### src/rtl/sar_min_pkg.sv
package sar_min_pkg;

  // Source selected for the next value of one register bit
  typedef enum logic [1:0] {
    SRC_HOLD  = 2'd0,
    SRC_SHIFT = 2'd1,
    SRC_DECIDE = 2'd2
  } bit_src_e;

  // Selector rule: a bit under trial takes the decision, the bit just
  // below an active trial bit is switched on, everything else holds.
  function automatic bit_src_e pick_src(input logic own_trial,
                                        input logic upper_trial);
    if (own_trial)        return SRC_DECIDE;
    else if (upper_trial) return SRC_SHIFT;
    else                  return SRC_HOLD;
  endfunction

endpackage

### src/rtl/sar_trial_locate.sv
module sar_trial_locate #(
  parameter int N = 8
) (
  input  logic [N-1:0] word,
  output logic [N-1:0] trial_mask
);
  localparam logic [N-1:0] ONE_N = N'(1);

  // Lowest set bit isolated by two's-complement masking
  always_comb trial_mask = word & (~word + ONE_N);
endmodule

### src/rtl/sar_bit_cell.sv
module sar_bit_cell
  import sar_min_pkg::*;
#(
  parameter logic INIT_BIT = 1'b0
) (
  input  logic clk,
  input  logic rst_n,
  input  logic start,
  input  logic busy,
  input  logic own_trial,
  input  logic upper_trial,
  input  logic cmp,
  output logic q
);
  bit_src_e src;

  always_comb src = pick_src(own_trial, upper_trial);

  always_ff @(posedge clk) begin
    if (!rst_n)     q <= 1'b0;
    else if (start) q <= INIT_BIT;
    else if (busy) begin
      case (src)
        SRC_SHIFT:  q <= 1'b1;
        SRC_DECIDE: q <= ~cmp;
        default:    q <= q;
      endcase
    end
  end
endmodule

### src/rtl/sar_seq_ctrl.sv
module sar_seq_ctrl (
  input  logic clk,
  input  logic rst_n,
  input  logic start,
  input  logic lsb_trial,
  output logic busy,
  output logic done
);
  logic last_step;

  always_comb last_step = busy & lsb_trial;

  always_ff @(posedge clk) begin
    if (!rst_n) begin
      busy <= 1'b0;
      done <= 1'b0;
    end else begin
      done <= ~start & last_step;
      if (start)          busy <= 1'b1;
      else if (last_step) busy <= 1'b0;
    end
  end
endmodule

### src/rtl/sar_min_reg.sv
module sar_min_reg #(
  parameter int N = 8
) (
  input  logic         clk,
  input  logic         rst_n,
  input  logic         start,
  input  logic         cmp,
  output logic [N-1:0] result,
  output logic         done
);
  logic [N-1:0] trial_mask;
  logic [N-1:0] upper_trial;
  logic         busy;

  sar_trial_locate #(.N(N)) u_locate (
    .word       (result),
    .trial_mask (trial_mask)
  );

  sar_seq_ctrl u_ctrl (
    .clk       (clk),
    .rst_n     (rst_n),
    .start     (start),
    .lsb_trial (trial_mask[0]),
    .busy      (busy),
    .done      (done)
  );

  genvar k;
  generate
    for (k = 0; k < N; k++) begin : g_bit
      if (k == N - 1) begin : g_top
        assign upper_trial[k] = 1'b0;
      end else begin : g_low
        assign upper_trial[k] = trial_mask[k+1];
      end

      sar_bit_cell #(.INIT_BIT(k == N - 1)) u_cell (
        .clk         (clk),
        .rst_n       (rst_n),
        .start       (start),
        .busy        (busy),
        .own_trial   (trial_mask[k]),
        .upper_trial (upper_trial[k]),
        .cmp         (cmp),
        .q           (result[k])
      );
    end
  endgenerate
endmodule

### config.mk
export PLATFORM = sky130hd
export DESIGN_NAME = sar_min_reg
export DESIGN_NICKNAME = d
export VERILOG_FILES = /design/src/rtl/sar_min_pkg.sv /design/src/rtl/sar_trial_locate.sv /design/src/rtl/sar_bit_cell.sv /design/src/rtl/sar_seq_ctrl.sv /design/src/rtl/sar_min_reg.sv
export SDC_FILE = /design/constraint.sdc
export NUM_CORES = 1
export LEC_CHECK = 0
export BUFFER_PORTS_ARGS = -buffer_cell sky130_fd_sc_hd__buf_2
export CAP_MARGIN = 5
export CELL_PAD_IN_SITES_DETAIL_PLACEMENT = 1
export CELL_PAD_IN_SITES_GLOBAL_PLACEMENT = 1
export CORE_MARGIN = 2
export CORE_UTILIZATION = 35
export DETAILED_ROUTE_END_ITERATION = 6
export GPL_TIMING_DRIVEN = 0
export PLACE_DENSITY = 0.74
export SLEW_MARGIN = 20
export SYNTH_ARGS = -nofsm -noshare
export SYNTH_HDL_FRONTEND = slang
export SYNTH_SLANG_ARGS = --single-unit
### constraint.sdc
create_clock -name clk -period 1.55 [get_ports clk]
set_clock_uncertainty 0.05 [all_clocks]
set_input_delay 0.31 -clock clk [delete_from_list [all_inputs] [get_ports clk]]
set_output_delay 0.31 -clock clk [all_outputs]
set_load 0.02 [all_outputs]
==> impl_metrics.csv <==
group,metric,value,unit
outcome,outcome,"finished, final reports clean",
grt,grt_first_pass_wirelength,2.10,mm
timing,finalSetupViolCount,0,
die,fp.dieArea,0.00184,mm²
clock_tree,cts_root_buf,"clkbuf_4",
setup_path,max_stage_delay,0.50,ns
timing,hold_violations,0,
detailed_routing,finalWirelength,1.18,mm
timing,tightest_slew,0.337,ns
layout,finalInstanceArea,647,µm²
timing,fin_crit_sh,92.8,%
detailed_routing,wire_per_inst,13.4,µm
clock_tree,cts-resized-gates,0,
setup_path,crit_family,"flip-flops",
timing,max_slew_margin,77.2,%
clock_tree,cts_hold_buf,0,
detailed_routing,drc,0,
setup_path,cp_max_fo,8,
setup_path,cp-start-kind,"register",
setup_path,rrSetupSlack,0.12,ns
detailed_routing,ant_nets,0,
clock_tree,clk_pin_slew,0.07,ns
place,place.gp.congestion,0.732,
layout,seq_area,200,µm²
job,drv_cap,0,
timing,period_minus_slack,1.44,ns
place,placed_area,611,µm²
logic_synthesis,syn_area_per_cell,9.47,µm²
logic_synthesis,synthesis.nets,60,
place,dpl.hpwl,823,µm
timing,setup_tns,0,ns
clock_tree,numCtsBuffers,3,
setup_path,crit_slowest_cell,"dfxtp_1",
die,start_util,36.5,%
logic_synthesis,synth-seq-cells,10,
clock_tree,clk_latency,0.27,ns
die,die_h,42.9,µm
clock_tree,cts_tree,"yes",
die,rows,14,
grt,grt_max_degree,10,
timing,fmax,695,MHz
layout,multi_input_area,258,µm²
grt,grt_pass1_vias,476,
grt,track_usage,15.9,%
grt,overflow,0,
place,post-place-ws,0.160,ns
pwr,total_leakage_power,0.288,nW
logic_synthesis,yosysWarnings,0,
detailed_routing,drtIter0Drc,6,
detailed_routing,drtPass1Iterations,3,
setup_path,path_class,"register to primary output",
layout,finish.utilization,44.5,%
setup_path,worstPathRequired,1.19,ns
logic_synthesis,yosysSeqAreaShare,37.7,%
timing,worst_slack,0.111,ns
pwr,p_per_area,857,mW/mm²
logic_synthesis,netlist_area,531,µm²
setup_path,path_cells,"buf_4, buf_2",
place,portBuffers,12,
clock_tree,htree_num_levels,1,
logic_synthesis,synth_cells,56,
logic_synthesis,synthDistinctLibCells,28,
grt,antenna_found_initial,0,
layout,syn_to_final_growth,21.9,%
hold_path,min_path_type,"input port to register",
setup_path,cp-end-kind,"primary output",
layout,nNetsFinal,77,
detailed_routing,num_vias,471,
timing,rsz0062_at_grt,"no",
die,pin_count,13,
pwr,vdd_drop_max,0.000335,V
detailed_routing,via_per_inst,5.35,
setup_path,arrival,1.08,ns
setup_path,critPathBufInv,2,
die,core_area,0.00145,mm²
die,die_x,42.9,µm
layout,layout-drive-gt1-share,44.4,%
layout,diodes,0,
clock_tree,post_cts_buffers,0,
clock_tree,clock-sinks,10,
layout,fill_cells,183,
clock_tree,cts.path.max_buffers,2,
timing,slew_violations,0,
==> worst paths after layout <==
kind / start / to / depth (start not counted)
setup / recovery: g_bit[1].u_cell.q / result[1] / 2
hold / removal: rst_n / u_ctrl.busy / 2
setup reg to reg: g_bit[0].u_cell.q / g_bit[7].u_cell.q / 3
hold reg to reg: g_bit[7].u_cell.q / g_bit[6].u_cell.q / 2
==> cell usage in the layout (no fill, tap or decap), types with 2 or more instances in the layout <==
cell type,instances
buf_2,12
buf_4,8
clkbuf_4,3
nor2_1,4
nand4_1,2
a21oi_1,4
dfxtp_1,10
nor3_1,2
a311oi_1,2
inv_1,2
o21ai_0,2
nand2_1,2
==> logic make-up after synthesis <==
logic type / after synthesis / synth area share [%]
simple gates: 20 / 26.7
compound gates: 15 / 21.9
buf+inv: 11 / 13.7
flops: 10 / 37.7
==> sequential cells by signal, summed over array words and instances (netlist names) <==
name and flops:
u_ctrl.busy 1, u_ctrl.done 1, g_bit.u_cell.q 8
==> Yosys cell counts <==
| library cell | number | area share (%) |
|---|---|---|
| dfxtp_1 | 10 | 38 |
| buf_4 | 8 | 11 |
| a21oi_1 | 4 | 3.8 |
| nor2_1 | 4 | 2.8 |
| a311oi_1 | 2 | 3.3 |
| inv_1 | 2 | 1.4 |
| nand2_1 | 2 | 1.4 |
| nand4_1 | 2 | 2.4 |
| nor3_1 | 2 | 1.9 |
| o21ai_0 | 2 | 1.9 |
| a21oi_2 | 1 | 1.7 |
| a22oi_1 | 1 | 1.4 |
| a31oi_1 | 1 | 1.2 |
| a41o_1 | 1 | 1.9 |
| and2b_2 | 1 | 1.7 |
| and4bb_2 | 1 | 2.4 |
| clkbuf_2 | 1 | 0.94 |
| nand2b_1 | 1 | 1.2 |
| nand3b_1 | 1 | 1.4 |
| nand4b_1 | 1 | 1.7 |
| nor3b_2 | 1 | 2.4 |
| nor4_1 | 1 | 1.2 |
| nor4b_1 | 1 | 1.7 |
| o21a_1 | 1 | 1.4 |
| o31ai_1 | 1 | 1.4 |
| o31ai_4 | 1 | 4.0 |
| or3_4 | 1 | 2.1 |
| or4b_4 | 1 | 2.6 |
==> layer usage <==
layer	track usage (%)	up-vias	share of wire (%)
li1	-	237	-
met1	20.5	220	48
met2	23.0	9	44
met3	2.55	5	3.7
met4	12.7	0	3.7
met5	0	-	0
==> where the power goes <==
part           switching [mW]  internal, mW
Combinational          0.0260        0.0214
Clock                  0.0963         0.143
Sequential            0.00619         0.261
==> metrics by stage <==
stage	hold slack [ns]	std cells	power [mW]
final	0.236	88	0.554
after global routing	0.261	88	0.579
after CTS	0.243	88	0.561
after detailed placement	0.456	84	0.321
after global placement	0.454	84	0.321
after floorplan	0.367	56	0.305
==> area by class of cell <==
cell class                      count  area share (%)
Inverter                            2            1.16
Multi-Input combinational cell     35            39.8
Tap cell                           16            3.09
Timing Repair Buffer               12            9.28
Buffer                              9            10.1
Clock buffer                        4            5.61
Sequential cell                    10            30.9
Note: power is estimated with default switching activity, not from simulation.
